## src/rtl/udp_frame_pkg.sv

```systemverilog
package udp_frame_pkg;

   localparam logic [31:0] CRC_POLY_REFL = 32'hEDB88320;

   typedef enum logic [1:0] {
      ST_LOAD = 2'd0,
      ST_SEND = 2'd1,
      ST_GAP  = 2'd2
   } frame_state_e;

   // one byte through the reflected CRC-32, LSB first
   function automatic logic [31:0] crc32_step(input logic [31:0] crc, input logic [7:0] d);
      logic [31:0] c;
      c = crc ^ {24'h0, d};
      for (int b = 0; b < 8; b++) begin
         c = c[0] ? ((c >> 1) ^ CRC_POLY_REFL) : (c >> 1);
      end
      return c;
   endfunction

   // end-around-carry fold of a 32-bit partial sum
   function automatic logic [15:0] ones_fold(input logic [31:0] s);
      logic [31:0] t;
      t = {16'h0, s[15:0]} + {16'h0, s[31:16]};
      t = {16'h0, t[15:0]} + {16'h0, t[31:16]};
      return t[15:0];
   endfunction

   function automatic logic [15:0] ipv4_csum(input logic [15:0] total_len,
                                             input logic [15:0] ident,
                                             input logic [7:0]  ttl,
                                             input logic [31:0] src,
                                             input logic [31:0] dst);
      logic [31:0] s;
      s = 32'h0000_4500 + {16'h0, total_len} + {16'h0, ident}
        + {16'h0, ttl, 8'h11}
        + {16'h0, src[31:16]} + {16'h0, src[15:0]}
        + {16'h0, dst[31:16]} + {16'h0, dst[15:0]};
      return ~ones_fold(s);
   endfunction

endpackage

```

## src/rtl/udp_payload_store.sv

```systemverilog
module udp_payload_store
   import udp_frame_pkg::*;
#(
   parameter int unsigned LEN       = 18,
   parameter logic [31:0] SUM_SEED  = 32'h0,
   localparam int unsigned CNT_W    = $clog2(LEN + 1),
   localparam int unsigned PA_W     = $clog2(LEN)
) (
   input  logic            clk,
   input  logic            rst_n,
   input  logic            clr,
   input  logic            wr_en,
   input  logic [7:0]      wr_data,
   input  logic [PA_W-1:0] rd_addr,
   output logic [7:0]      rd_data,
   output logic            last_wr,
   output logic            full,
   output logic [15:0]     udp_csum
);

   localparam int unsigned DEPTH = 1 << PA_W;

   logic [7:0]       mem [DEPTH];
   logic [CNT_W-1:0] cnt;
   logic [31:0]      sum;
   logic [15:0]      folded;

   always_ff @(posedge clk) begin
      if (wr_en) mem[PA_W'(cnt)] <= wr_data;
   end

   always_ff @(posedge clk) begin
      if (!rst_n || clr) begin
         cnt <= '0;
         sum <= SUM_SEED;
      end else if (wr_en) begin
         cnt <= cnt + 1'b1;
         // even offsets fill the high half of a 16-bit word
         sum <= cnt[0] ? (sum + {24'h0, wr_data}) : (sum + {16'h0, wr_data, 8'h00});
      end
   end

   assign full    = (cnt == CNT_W'(LEN));
   assign last_wr = wr_en && (cnt == CNT_W'(LEN - 1));
   assign rd_data = (rd_addr < PA_W'(LEN)) ? mem[rd_addr] : 8'h00;
   assign folded  = ones_fold(sum);
   assign udp_csum = (folded == 16'hFFFF) ? 16'hFFFF : ~folded;

   AST_NO_OVERFLOW: assert property (@(posedge clk) disable iff (!rst_n)
      wr_en |-> (cnt < CNT_W'(LEN)));
   AST_FULL_FROM_WRITE: assert property (@(posedge clk) disable iff (!rst_n)
      $rose(full) |-> $past(wr_en));

endmodule

```

## src/rtl/udp_crc32_unit.sv

```systemverilog
module udp_crc32_unit
   import udp_frame_pkg::*;
(
   input  logic        clk,
   input  logic        rst_n,
   input  logic        init,
   input  logic        en,
   input  logic [7:0]  din,
   output logic [31:0] crc_q
);

   always_ff @(posedge clk) begin
      if (!rst_n || init) crc_q <= 32'hFFFF_FFFF;
      else if (en)        crc_q <= crc32_step(crc_q, din);
   end

   AST_CRC_IDLE: assert property (@(posedge clk) disable iff (!rst_n)
      (!init && !en) |=> $stable(crc_q));

endmodule

```

## src/rtl/udp_frame_gen.sv

```systemverilog
module udp_frame_gen
   import udp_frame_pkg::*;
#(
   parameter int unsigned PAYLOAD_LEN  = 18,
   parameter int unsigned PREAMBLE_LEN = 7,
   parameter int unsigned IFG_BYTES    = 12,
   parameter logic [47:0] DST_MAC      = 48'hFFFF_FFFF_FFFF,
   parameter logic [47:0] SRC_MAC      = 48'h0012_3456_7890,
   parameter logic [31:0] SRC_IP       = 32'hC0A8_002C,
   parameter logic [31:0] DST_IP       = 32'hC0A8_0004,
   parameter logic [15:0] SRC_PORT     = 16'h0400,
   parameter logic [15:0] DST_PORT     = 16'h0400,
   parameter logic [15:0] IP_IDENT     = 16'hB3FE,
   parameter logic [7:0]  IP_TTL       = 8'h80
) (
   input  logic       clk,
   input  logic       rst_n,
   input  logic [7:0] in_data,
   input  logic       in_valid,
   output logic       in_ready,
   output logic [7:0] out_data,
   output logic       out_valid
);

   localparam int unsigned HDR_FIX_N = PREAMBLE_LEN + 1 + 14 + 20 + 6;
   localparam int unsigned PAY_START = HDR_FIX_N + 2;
   localparam int unsigned FCS_START = PAY_START + PAYLOAD_LEN;
   localparam int unsigned FRAME_LEN = FCS_START + 4;
   localparam int unsigned CRC_START = PREAMBLE_LEN + 1;
   localparam int unsigned IDX_W     = $clog2(FRAME_LEN + 1);
   localparam int unsigned GAP_W     = $clog2(IFG_BYTES + 1);
   localparam int unsigned PA_W      = $clog2(PAYLOAD_LEN);

   localparam logic [15:0] UDP_LEN_W = 16'(8 + PAYLOAD_LEN);
   localparam logic [15:0] IP_TOT_W  = 16'(28 + PAYLOAD_LEN);
   localparam logic [15:0] IP_CSUM   = ipv4_csum(IP_TOT_W, IP_IDENT, IP_TTL, SRC_IP, DST_IP);

   localparam logic [31:0] UDP_SEED =
        {16'h0, SRC_IP[31:16]} + {16'h0, SRC_IP[15:0]}
      + {16'h0, DST_IP[31:16]} + {16'h0, DST_IP[15:0]}
      + 32'h0000_0011 + {16'h0, UDP_LEN_W}
      + {16'h0, SRC_PORT} + {16'h0, DST_PORT} + {16'h0, UDP_LEN_W};

   localparam logic [8*HDR_FIX_N-1:0] HDR_FIXED = {
      {PREAMBLE_LEN{8'h55}}, 8'hD5,
      DST_MAC, SRC_MAC, 16'h0800,
      8'h45, 8'h00, IP_TOT_W, IP_IDENT, 16'h0000, IP_TTL, 8'h11, IP_CSUM, SRC_IP, DST_IP,
      SRC_PORT, DST_PORT, UDP_LEN_W
   };

   // elaboration-time parameter checks
   if (PAYLOAD_LEN < 18) begin : g_chk_len
      $error("PAYLOAD_LEN below the minimum frame size");
   end
   if (IFG_BYTES < 12) begin : g_chk_ifg
      $error("IFG_BYTES must be at least 12");
   end
   if (PREAMBLE_LEN < 1) begin : g_chk_pre
      $error("PREAMBLE_LEN must be nonzero");
   end

   frame_state_e     state;
   logic [IDX_W-1:0] idx;
   logic [GAP_W-1:0] gcnt;
   logic [7:0]       nxt_byte;
   logic [7:0]       pay_byte;
   logic [15:0]      udp_csum;
   logic [31:0]      crc_q;
   logic [31:0]      crc_fin;
   logic [1:0]       fsel;
   logic             wr_en, last_wr, store_full, gap_done, crc_en;

   assign in_ready = (state == ST_LOAD);
   assign wr_en    = in_valid && in_ready;
   assign gap_done = (state == ST_GAP) && (gcnt == GAP_W'(IFG_BYTES - 1));
   assign crc_en   = (state == ST_SEND) && (idx >= IDX_W'(CRC_START)) && (idx < IDX_W'(FCS_START));
   assign crc_fin  = ~crc_q;
   assign fsel     = 2'(idx - IDX_W'(FCS_START));

   udp_payload_store #(
      .LEN      (PAYLOAD_LEN),
      .SUM_SEED (UDP_SEED)
   ) i_store (
      .clk      (clk),
      .rst_n    (rst_n),
      .clr      (gap_done),
      .wr_en    (wr_en),
      .wr_data  (in_data),
      .rd_addr  (PA_W'(idx - IDX_W'(PAY_START))),
      .rd_data  (pay_byte),
      .last_wr  (last_wr),
      .full     (store_full),
      .udp_csum (udp_csum)
   );

   udp_crc32_unit i_crc (
      .clk   (clk),
      .rst_n (rst_n),
      .init  (state == ST_LOAD),
      .en    (crc_en),
      .din   (nxt_byte),
      .crc_q (crc_q)
   );

   always_comb begin
      if (idx < IDX_W'(HDR_FIX_N))
         nxt_byte = HDR_FIXED[8*(HDR_FIX_N - 1 - int'(idx)) +: 8];
      else if (idx == IDX_W'(HDR_FIX_N))
         nxt_byte = udp_csum[15:8];
      else if (idx == IDX_W'(HDR_FIX_N + 1))
         nxt_byte = udp_csum[7:0];
      else if (idx < IDX_W'(FCS_START))
         nxt_byte = pay_byte;
      else begin
         case (fsel)
            2'd0:    nxt_byte = crc_fin[7:0];
            2'd1:    nxt_byte = crc_fin[15:8];
            2'd2:    nxt_byte = crc_fin[23:16];
            default: nxt_byte = crc_fin[31:24];
         endcase
      end
   end

   always_ff @(posedge clk) begin
      if (!rst_n) begin
         state     <= ST_LOAD;
         idx       <= '0;
         gcnt      <= '0;
         out_data  <= 8'h00;
         out_valid <= 1'b0;
      end else begin
         case (state)
            ST_LOAD: begin
               out_valid <= 1'b0;
               if (last_wr) begin
                  state <= ST_SEND;
                  idx   <= '0;
               end
            end
            ST_SEND: begin
               out_data  <= nxt_byte;
               out_valid <= 1'b1;
               idx       <= idx + 1'b1;
               if (idx == IDX_W'(FRAME_LEN - 1)) begin
                  state <= ST_GAP;
                  gcnt  <= '0;
               end
            end
            default: begin
               out_valid <= 1'b0;
               gcnt      <= gcnt + 1'b1;
               if (gap_done) state <= ST_LOAD;
            end
         endcase
      end
   end

   AST_READY_NO_OUTPUT: assert property (@(posedge clk) disable iff (!rst_n)
      in_ready |-> !out_valid);
   AST_FRAME_NO_HOLE: assert property (@(posedge clk) disable iff (!rst_n)
      (state == ST_SEND) |=> out_valid);
   AST_GAP_BEFORE_READY: assert property (@(posedge clk) disable iff (!rst_n)
      $fell(out_valid) |-> !in_ready);
   AST_CRC_FRESH: assert property (@(posedge clk) disable iff (!rst_n)
      $rose(out_valid) |-> (crc_q == 32'hFFFF_FFFF));
   AST_SEND_NEEDS_FULL: assert property (@(posedge clk) disable iff (!rst_n)
      (state == ST_SEND) |-> store_full);

endmodule

```

## config.mk

```make
export PLATFORM = sky130hd
export DESIGN_NAME = udp_frame_gen
export DESIGN_NICKNAME = d
export VERILOG_FILES = /design/src/rtl/udp_frame_pkg.sv /design/src/rtl/udp_payload_store.sv /design/src/rtl/udp_crc32_unit.sv /design/src/rtl/udp_frame_gen.sv
export SDC_FILE = /design/constraint.sdc
export NUM_CORES = 1
export LEC_CHECK = 0
export ABC_AREA = 0
export BUFFER_PORTS_ARGS = -buffer_cell sky130_fd_sc_hd__buf_2
export CORE_MARGIN = 2
export CORE_UTILIZATION = 45
export DETAILED_ROUTE_END_ITERATION = 7
export HOLD_SLACK_MARGIN = 0.12
export SLEW_MARGIN = 0
export SYNTH_ARGS = -nofsm -noshare
export SYNTH_HDL_FRONTEND = slang
export SYNTH_SLANG_ARGS = --single-unit
```

## constraint.sdc

```tcl
create_clock -name clk -period 6.5 [get_ports clk]
set_clock_uncertainty 0.05 [all_clocks]
set_input_delay 0.65 -clock clk [delete_from_list [all_inputs] [get_ports clk]]
set_output_delay 0.65 -clock clk [all_outputs]
set_load 0.05 [all_outputs]
```

Word-level counts from Yosys, hierarchy flattened

Memory sizes are Yosys's and may differ from the RTL's.
Cells that the tools add are included.

Add/sub/neg operators: 10
Order comparisons: 4
Equality and inequality tests: 12
Shift operators: 1
Mux-type cells: 27
Bitwise gates (word level): 12
Reductions and logical operators: 15

Operators with widths:

| operator                    | count |
|---|---|
| $shiftx A384 B33 Y8 const A | 1 |
| $mux W32                    | 9 |
| $not A13 Y14                | 8 |
| $mux W8                     | 5 |
| $add A32 B16 Y32            | 1 |
| $add A32 B8 Y32             | 1 |
| $not A32 Y32                | 1 |
| $xor A32 B8 Y32             | 1 |
| $pmux W8 S3                 | 1 |
| $add A16 B16 Y17            | 1 |
| $add A16 B16 Y16            | 1 |
| $eq A16 B16 Y1 const B      | 1 |
| $mux W16                    | 1 |
| $not A16 Y16                | 1 |
| $eq A7 B6 Y1 const B        | 2 |
| $pmux W7 S2                 | 1 |
| $pmux W4 S2                 | 1 |
| $sub A6 B7 Y8 const A       | 1 |
| $add A7 B1 Y7 const B       | 1 |
| $eq A7 B7 Y1 const B        | 1 |
| $ge A7 B4 Y1 const B        | 1 |
| $lt A7 B6 Y1 const B        | 1 |
| $lt A7 B7 Y1 const B        | 1 |
| $mux W7                     | 1 |
| 23 further kinds            | 37 |

Flip-flop bits (word level): 91
RAM bits: 256
Input bits: 11
Output and inout port bits: 10
Logic and storage cells: 90
Memories: 1

Memory list:

| name        | depth | bits a word | rd ports | clocked after memory_dff | write ports | RTL line                | RTL |
|---|---|---|---|---|---|---|---|
| i_store.mem | 32    | 8           | 1        | 0                        | 1           | udp_payload_store.sv:23 | `logic [7:0] mem [DEPTH];` |

Longest topological paths before layout

Gate-level depths: netlist of the first run.

Depth in word-level cells: 24
Depth in mapped cells: 27
Gate-level depth less buffers: 26

Cells and area by module

Synthesis of the first run repeated with hierarchy kept, for this count alone.

Cells, all modules: 1269
Area total of the unflattened synthesis: 14291.2 um2

Modules (own cells, without submodules):

| module            | times used | cells an instance | area an instance (um2) |
|---|---|---|---|
| udp_payload_store | 1          | 793               | 10085.9 |
| udp_frame_gen     | 1          | 299               | 2183.3 |
| udp_crc32_unit    | 1          | 177               | 2021.9 |

Worst setup path before layout of the first run

OpenSTA, ideal clock, no wires.

Path type: reg2reg
Start: reg i_store.sum[0]
End: reg i_crc.crc_q[20]
Data arrival time: 5186 ps
Data required time: 6392 ps
Setup slack: 1206 ps
Cell stages (with the launch flop): 26
Buffers on the path: 1
Clock period less this slack: 5294 ps
Cells stage by stage: dfxtp_1 -> ha_1 -> inv_1 -> fa_1 -> nand2b_1 -> a21bo_2 -> a21o_1 -> a21oi_1 -> o21ai_0 -> a21boi_0 -> o21ai_0 -> nand2b_1 -> ha_1 -> ha_1 -> o2111a_1 -> o2111ai_1 -> nor4_1 -> a31o_2 -> o211ai_2 -> o41a_1 -> xnor2_2 -> buf_4 -> xor2_1 -> or4_1 -> o21ai_0 -> a211o_1

Word-level cells in the longest chain between the ends: 21
Elaborated cells on any way between the ends: 23

Ends and longest elaborated chain:

| what                                           | RTL line                | RTL |
|---|---|---|
| from (decl)                                    | udp_payload_store.sv:25 | `logic [31:0] sum;` |
| from (signal assigned)                         | udp_payload_store.sv:39 | `sum <= cnt[0] ? (sum + {24'h0, wr_data}) : (sum + {16'h0, wr_data, 8'h00});` |
| $add A16 B16 Y17 *                             | udp_frame_pkg.sv:24     | `t = {16'h0, s[15:0]} + {16'h0, s[31:16]};` |
| $add A16 B16 Y16 *                             | udp_frame_pkg.sv:25     | `t = {16'h0, t[15:0]} + {16'h0, t[31:16]};` |
| $eq A16 B16 Y1 or $not A16 Y16 (tied branches) | udp_payload_store.sv:47 | `assign udp_csum = (folded == 16'hFFFF) ? 16'hFFFF : ~folded;` |
| $mux W16 *                                     | udp_payload_store.sv:47 |  |
| $mux W8                                        | udp_frame_gen.sv:110    | `else if (idx == IDX_W'(HDR_FIX_N + 1))` |
| $mux W8 *                                      | udp_frame_gen.sv:108    | `else if (idx == IDX_W'(HDR_FIX_N))` |
| $mux W8 *                                      | udp_frame_gen.sv:106    | `if (idx < IDX_W'(HDR_FIX_N))` |
| $xor A32 B8 Y32 *                              | udp_frame_pkg.sv:14     | `c = crc ^ {24'h0, d};` |
| (+4 left out)                                  | -                       |  |
| $not A13 Y14 (no source line)                  | -                       |  |
| $mux W32 *                                     | udp_frame_pkg.sv:16     | `c = c[0] ? ((c >> 1) ^ CRC_POLY_REFL) : (c >> 1);` |
| $not A13 Y14 (no source line)                  | -                       |  |
| $mux W32 * (2 in a row)                        | udp_frame_pkg.sv:16     |  |
| $not A13 Y14 (no source line)                  | -                       |  |
| $mux W32 *                                     | udp_frame_pkg.sv:16     |  |
| $not A13 Y14 (no source line)                  | -                       |  |
| $mux W32 *                                     | udp_frame_pkg.sv:16     |  |
| to (signal assigned)                           | udp_crc32_unit.sv:14    | `else if (en) crc_q <= crc32_step(crc_q, din);` |
| to (decl)                                      | udp_crc32_unit.sv:9     | `output logic [31:0] crc_q` |

Every way passes the cells marked *; elsewhere a longest branch is shown, timed or not.
A chain may end at the register's enable or synchronous reset.

Final worst setup path of the first run

Start: reg i_store.sum[16]
End: reg i_crc.crc_q[17]

Word-level cells in the longest chain between the ends: 20
Elaborated cells on any way between the ends: 21

Ends and longest elaborated chain:

| what                                           | RTL line |
|---|---|
| $add A16 B16 Y17 *                             | udp_frame_pkg.sv:24 |
| $add A16 B16 Y16 *                             | udp_frame_pkg.sv:25 |
| $eq A16 B16 Y1 or $not A16 Y16 (tied branches) | udp_payload_store.sv:47 |
| $mux W16 *                                     | udp_payload_store.sv:47 |
| $mux W8                                        | udp_frame_gen.sv:110 |
| $mux W8 *                                      | udp_frame_gen.sv:108 |
| $mux W8 *                                      | udp_frame_gen.sv:106 |
| $xor A32 B8 Y32 *                              | udp_frame_pkg.sv:14 |
| $mux W32 *                                     | udp_frame_pkg.sv:16 |
| $not A13 Y14 (no source line)                  | - |
| $mux W32 * (2 in a row)                        | udp_frame_pkg.sv:16 |
| $not A13 Y14 (no source line)                  | - |
| $mux W32 *                                     | udp_frame_pkg.sv:16 |
| $not A13 Y14 (no source line)                  | - |
| $mux W32 *                                     | udp_frame_pkg.sv:16 |
| $not A13 Y14 (no source line)                  | - |
| $mux W32 * (3 in a row)                        | udp_frame_pkg.sv:16 |

Marks and branches as above.

==> results.yml, run 1 <==
run_status:
  status: "complete, no violations"
setup_path:
  cp_common_cell: "ha_1"
  worst-setup-path-type: "flip-flop to flip-flop"
  slowest_delay_ns: 0.42
  end_kind: "flip-flop"
  path_buf_inv: 1
  worstReg2RegEnd: "i_crc.crc_q[17]$_SDFFE_PP1P_"
  cp_top_family: "compound AO/OA/AOI/OAI gates"
  r2r_slack_ns: 0.46
  cpMaxStageDelayCell: "fa_1"
  worstPathArrival_ns: 6.45
  reg2regPathDepth: 25
  cp-startpoint: "i_store.sum[16]$_SDFFE_PP1P_"
  cp_max_fo: 6
  crit_required_ns: 6.91
  critPathLaunchType: "flip-flop"
  r2r_start: "i_store.sum[16]$_SDFFE_PP1P_"
timing:
  min_period_ns: 6.04
  fin_crit_sh_pct: 92.9
  setup-violations-final: 0
  fmax_mhz: 166
  rsz0062_at_grt: "no"
  worst_hold_slack_ns: 0.431
  report.final.slew_viol_count: 0
  maxSlewHeadroom_pct: 36.1
  hold_viol_final: 0
  tns_ns: 0
  worstMarginPinSlew_ns: 0.958
clock_tree:
  cts.path.max_buffers: 3
  root_buffer: "clkbuf_16"
  cts_made_buffers: 34
  cts_max_level: 2
  cts_tree: "yes"
  path_clk_slew_ns: 0.06
  clock_latency_ns: 0.54
  cts_sinks: 283
layout:
  final_cell_mix: "edfxtp_1 (192), nor2_1 (118), nand2_1 (114)"
  fin_nets: 1435
  nFillCells: 3045
  syn_to_final_growth_pct: 10.8
  multi_input_area_um2: 7580
  antennaDiodeCount: 0
  seq_area_um2: 7590
  final_cells: 1850
  layout_commonest_cell: "edfxtp_1"
  drive_above_1_share_pct: 14.3
synth:
  synth.area.top_cells: "edfxtp_1 (37%), dfxtp_1 (12%), mux4_2 (7.5%)"
  synth-edff-count: 192
  netlist.area_leader.share_pct: 37.0
  ys.flop_type: "edfxtp_1"
  yosysWarnings: 0
  yosys.area.top_type: "edfxtp_1"
  synth-seq-cells: 283
  synth_cells: 1371
  yosysSeqAreaShare_pct: 48.8
  syn_nets: 1435
  netlist_area_um2: 15600
  async_reset_ff_share_pct: 0
  avgSynthCellArea_um2: 11.4
  synth_cell_types: 99
hold_path:
  worstHoldPathCells: 1
  worstHoldStart: "gcnt[3]$_SDFFE_PN0P_"
  hold_path.class: "flip-flop to flip-flop"
  hold-path-endpoint: "gcnt[3]$_SDFFE_PN0P_"
routing:
  drt_iter0_drc: 801
  drc: 0
  vias_per_cell: 5.93
  dr.pass1.iters: 4
  wl_per_cell_um: 20.7
  ant_nets: 0
  wirelength_mm: 38.3
  vias: 11000
floorplanning:
  die_w_um: 190
  ios: 21
  row_count: 68
  core_area_um2: 34300
  die_h_um: 190
  initial_utilization_pct: 45.4
  die_area_um2: 36100
global_routing:
  grt_pass1_wl_mm: 60.7
  grt_pass1_vias: 10800
  antenna_found_initial: 0
  globalRoute.totalOverflow: 0
  grt_max_degree: 52
  track_usage_pct: 21.7
flow_run:
  max-cap-violations: 0
place:
  gp_congestion: 0.911
  port_buffers: 20
  hpwlAfterDp_mm: 26.3
  dpl.cell_count: 1788
power_and_ir_drop:
  ir_drop_mv: 0.177
  powerDensity_nw_per_um2: 239
  leakage_nw: 5.96
sequential cells by signal (all words and copies together), names as in the netlist:
name,flops
i_store.sum,32
i_store.mem,192
idx,7
i_store.cnt,5
out_data,8
i_crc.crc_q,32
gcnt,4
state,2
out_valid,1
layer usage:
layer / global-route usage (%) / vias up / part of all wire [%]
met3: 3.19 / 73 / 4.9
met4: 7.63 / 0 / 3.1
met2: 34.8 / 320 / 47
li1: - / 5179 / -
met5: 0 / - / 0
met1: 30.2 / 5399 / 45
through the flow:
stage	setup WS, ns	instance area (um2)	util (%)	power (W)
2_1_floorplan	1.21	15600	-	0.00223
3_5_place_dp	0.394	16100	46.9	0.00232
6_report	0.463	17200	50.3	0.00413
4_1_cts	0.368	17200	50.0	0.00417
3_3_place_gp	0.541	16100	46.9	0.00232
5_1_grt	0.0338	17200	50.3	0.00428
area by class of cell:
class | instances | share of cell area (%)
clock buffers | 45 | 5.41
multi-input cells | 974 | 44.0
flip-flops and latches | 283 | 44.0
repair buffers | 41 | 1.57
inverters | 37 | 0.805
clock inverters | 15 | 0.907
well taps | 455 | 3.30
cell usage after synthesis, types with 9 or more instances:
cell	instances
edfxtp_1	192
nor2_1	118
nand2_1	114
dfxtp_1	91
a21oi_1	84
o21ai_0	64
xnor2_1	60
clkbuf_1	58
mux4_2	52
ha_1	50
xor2_1	38
inv_1	36
nand3_1	35
nor3_1	29
o211ai_1	24
o22ai_1	16
mux2i_1	15
nand4_1	15
nor2b_1	15
a21o_1	14
a31oi_1	11
and3_1	10
nand2b_1	10
or3_1	10
and2_1	9
buf_2	9
o21a_1	9
kinds of logic (layout without fill, tap and decap cells):
kind of cell | Yosys count | in the layout | synth area share, %
AND/OR/NAND/NOR | 399 | 399 | 12.3
flip-flops | 283 | 283 | 48.8
AO/OA/AOI/OAI | 337 | 337 | 14.9
buffers and inverters | 114 | 138 | 2.97
adder cells (fa/ha/maj) | 53 | 53 | 4.41
XOR/XNOR | 118 | 118 | 8.26
multiplexers | 67 | 67 | 8.49
report_power, final:
part / switching (W) / internal [W]
Combinational: 0.000202 / 0.000115
Clock: 0.000768 / 0.00107
Sequential: 0.0000290 / 0.00194
worst max-delay path by stage:
stage | cells past startpoint | slack, ns | endpoint
global route | 25 | 0.03 | i_crc.crc_q[17]$_SDFFE_PP1P_
CTS | 24 | 0.37 | i_crc.crc_q[23]$_SDFFE_PP1P_
detailed placement | 24 | 0.39 | i_crc.crc_q[23]$_SDFFE_PP1P_
finish | 25 | 0.46 | i_crc.crc_q[17]$_SDFFE_PP1P_
global placement | 25 | 0.54 | i_crc.crc_q[18]$_SDFFE_PP1P_
floorplan | 25 | 1.21 | i_crc.crc_q[20]$_SDFFE_PP1P_
worst register-to-register path: cells and delay by family, from the launching register on:
family                     cells  cell delay, ns
adders and majority gates      4            1.04
and+or+nand+nor                3            0.75
AOI/OAI and AO/OA             13            2.55
buffers and inverters          1            0.06
DFF                            1            0.36
xor gates and xnor gates       4            1.16
what timing repair did:
item / CTS / global route
hold buffers: 0 / 0
resized for setup: 0 / 9
buffers inserted: 0 / 2
setup endpoints to repair: 0 / 19
No activity file was read; power rests on OpenSTA's default activity.
==> inputs of run 2 (changes only) <==
--- a/config.mk
+++ b/config.mk
@@ -14,4 +14,5 @@
 export SLEW_MARGIN = 0
 export SYNTH_ARGS = -nofsm -noshare
 export SYNTH_HDL_FRONTEND = slang
+export SYNTH_HIERARCHICAL = 1
 export SYNTH_SLANG_ARGS = --single-unit
==> run 2 against run 1 <==
Compared with the run above:
- total power is 11% lower
- combinational power down 3%
- clock-buffer cell count down 9
- worst setup slack better by 0.040 ns
- final cell count down 8.2%
- critical path depth increased by 3
- highest routed layer unchanged
- non-clock buffer count rose by 1
- largest cell class is now multi-input combinational cells
==> results.yml, run 2 <==
timing:
  rsz0062_at_grt: "no"
  report.final.slew_viol_count: 0
  setup-violations-final: 0
  maxSlewHeadroom_pct: 26.7
  fin_crit_sh_pct: 92.3
  fmax_mhz: 167
  worstMarginPinSlew_ns: 1.09
  tns_ns: 0
  hold_viol_final: 0
  setup_slack_ns: 0.503
  min_period_ns: 6.00
global_routing:
  grt_pass1_vias: 9345
  grt_pass1_wl_mm: 54.1
  track_usage_pct: 20.8
  globalRoute.totalOverflow: 0
  antenna_found_initial: 0
  grt_max_degree: 44
setup_path:
  cp_top_family: "compound AO/OA/AOI/OAI gates"
  end_kind: "flip-flop"
  worst-setup-path-type: "flip-flop to flip-flop"
  path_buf_inv: 2
  r2r_slack_ns: 0.50
  cpMaxStageDelayCell: "xnor3_1"
  crit_required_ns: 6.94
  slowest_delay_ns: 0.43
  worstPathArrival_ns: 6.44
  cp_max_fo: 12
  critPathLaunchType: "flip-flop"
floorplanning:
  die_area_um2: 33200
  row_count: 65
  core_area_um2: 31400
  die_w_um: 182
  ios: 21
  initial_utilization_pct: 45.5
  die_h_um: 182
layout:
  final_cell_mix: "edfxtp_1 (160), nand2_1 (118), dfxtp_1 (90)"
  reg_top3: "i_store/mem (160), i_crc/crc_q (32), i_store/sum (32)"
  nFillCells: 2750
  antennaDiodeCount: 0
  largest-register: "i_store/mem"
  layout_commonest_cell: "edfxtp_1"
  syn_to_final_growth_pct: 10.3
  drive_above_1_share_pct: 13.6
  fin_nets: 1338
  largest_reg_flops: 160
  final_cell_area_um2: 15800
place:
  port_buffers: 20
  post_dp_cell_area_um2: 14700
  gp_congestion: 0.887
  hpwlAfterDp_mm: 23.4
  dp_slack_ns: 0.336
clock_tree:
  cts_made_buffers: 29
  cts_sinks: 251
  root_buffer: "clkbuf_16"
  hold_buffers: 0
  cts_max_level: 1
  cts_tree: "yes"
  path_clk_slew_ns: 0.06
  clock_latency_ns: 0.56
  cts.path.max_buffers: 3
power_and_ir_drop:
  powerDensity_nw_per_um2: 234
  swShare_pct: 23.9
  pwr-share-comb_pct: 8.3
  ir_drop_mv: 0.205
  power.switching_w: 0.000882
  p_int_w: 0.00281
  p_clk_share_pct: 44.5
  p_seq_share_pct: 47.2
  leakage_nw: 5.80
routing:
  wl_per_cell_um: 20.3
  vias_per_cell: 5.83
  ant_nets: 0
  drt_iter0_drc: 809
  drc: 0
  dr.pass1.iters: 5
  vias: 9902
  wirelength_mm: 34.4
synth:
  avgSynthCellArea_um2: 11.3
  synth_cells: 1268
  netlist_area_um2: 14300
  yosysWarnings: 6
  syn_nets: 1331
run_status:
  status: "complete, no violations"
flow_run:
  max-cap-violations: 0
hold_path:
  hold_path.class: "flip-flop to flip-flop"
run 2: worst reg2reg max path, delay by kind of cell (launching register included):
kind            cells  cell delay [ns]
simple gates        9             1.48
xor+xnor            3             0.97
compound gates     10             1.81
fa+ha+maj           4             0.93
flops               1             0.42
buf+inv             2             0.27
run 2: worst paths after layout:
path / depth (start not counted) / start / end
max: 28 / i_store/sum[16]$_SDFFE_PP1P_ / i_crc/crc_q[25]$_SDFFE_PP1P_
min: 2 / i_store/sum[30]$_SDFFE_PP0P_ / i_store/sum[30]$_SDFFE_PP0P_
max reg2reg: 28 / i_store/sum[16]$_SDFFE_PP1P_ / i_crc/crc_q[25]$_SDFFE_PP1P_
min reg2reg: 2 / i_store/sum[30]$_SDFFE_PP0P_ / i_store/sum[30]$_SDFFE_PP0P_
run 2: layer usage:
| layer | vias up | wire length [um] | track usage, % |
|---|---|---|---|
| met4 | 0 | 523 | 4.19 |
| met5 | - | 0 | 0 |
| met1 | 4844 | 16800 | 31.2 |
| met2 | 264 | 15400 | 32.5 |
| met3 | 39 | 1780 | 2.73 |
| li1 | 4755 | - | - |
run 2: cell type report:
type / instances / area (um2) / share of cell area [%]
sequential: 251 / 6630 / 42.1
inverter: 59 / 221 / 1.41
timing repair buffer: 42 / 290 / 1.84
clock buffer: 36 / 752 / 4.77
multi-input combinational: 892 / 7160 / 45.4
tap: 402 / 503 / 3.19
clock inverter: 17 / 205 / 1.30
run 2: timing repair:
item	in CTS	in global routing
setup buffers	0	7
gates resized for setup	0	4
endpoints found under the setup margin	0	21
run 2: power groups by stage:
stage / Sequential (W) / Combinational [W] / Clock, W
after floorplan: 0.00177 / 0.000218 / 0
after global placement: 0.00177 / 0.000299 / 0
after detailed placement: 0.00178 / 0.000304 / 0
after CTS: 0.00174 / 0.000306 / 0.00168
after global routing: 0.00174 / 0.000343 / 0.00174
final: 0.00174 / 0.000308 / 0.00164
run 2: per-stage QoR:
step | power [W] | util (%) | hold slack (ns) | std cells
2_1_floorplan | 0.00198 | - | 0.396 | 1268
3_3_place_gp | 0.00207 | 46.8 | 0.422 | 1639
3_5_place_dp | 0.00208 | 46.8 | 0.432 | 1639
4_1_cts | 0.00373 | 49.9 | 0.449 | 1692
5_1_grt | 0.00383 | 50.2 | 0.483 | 1699
6_report | 0.00369 | 50.2 | 0.444 | 1699
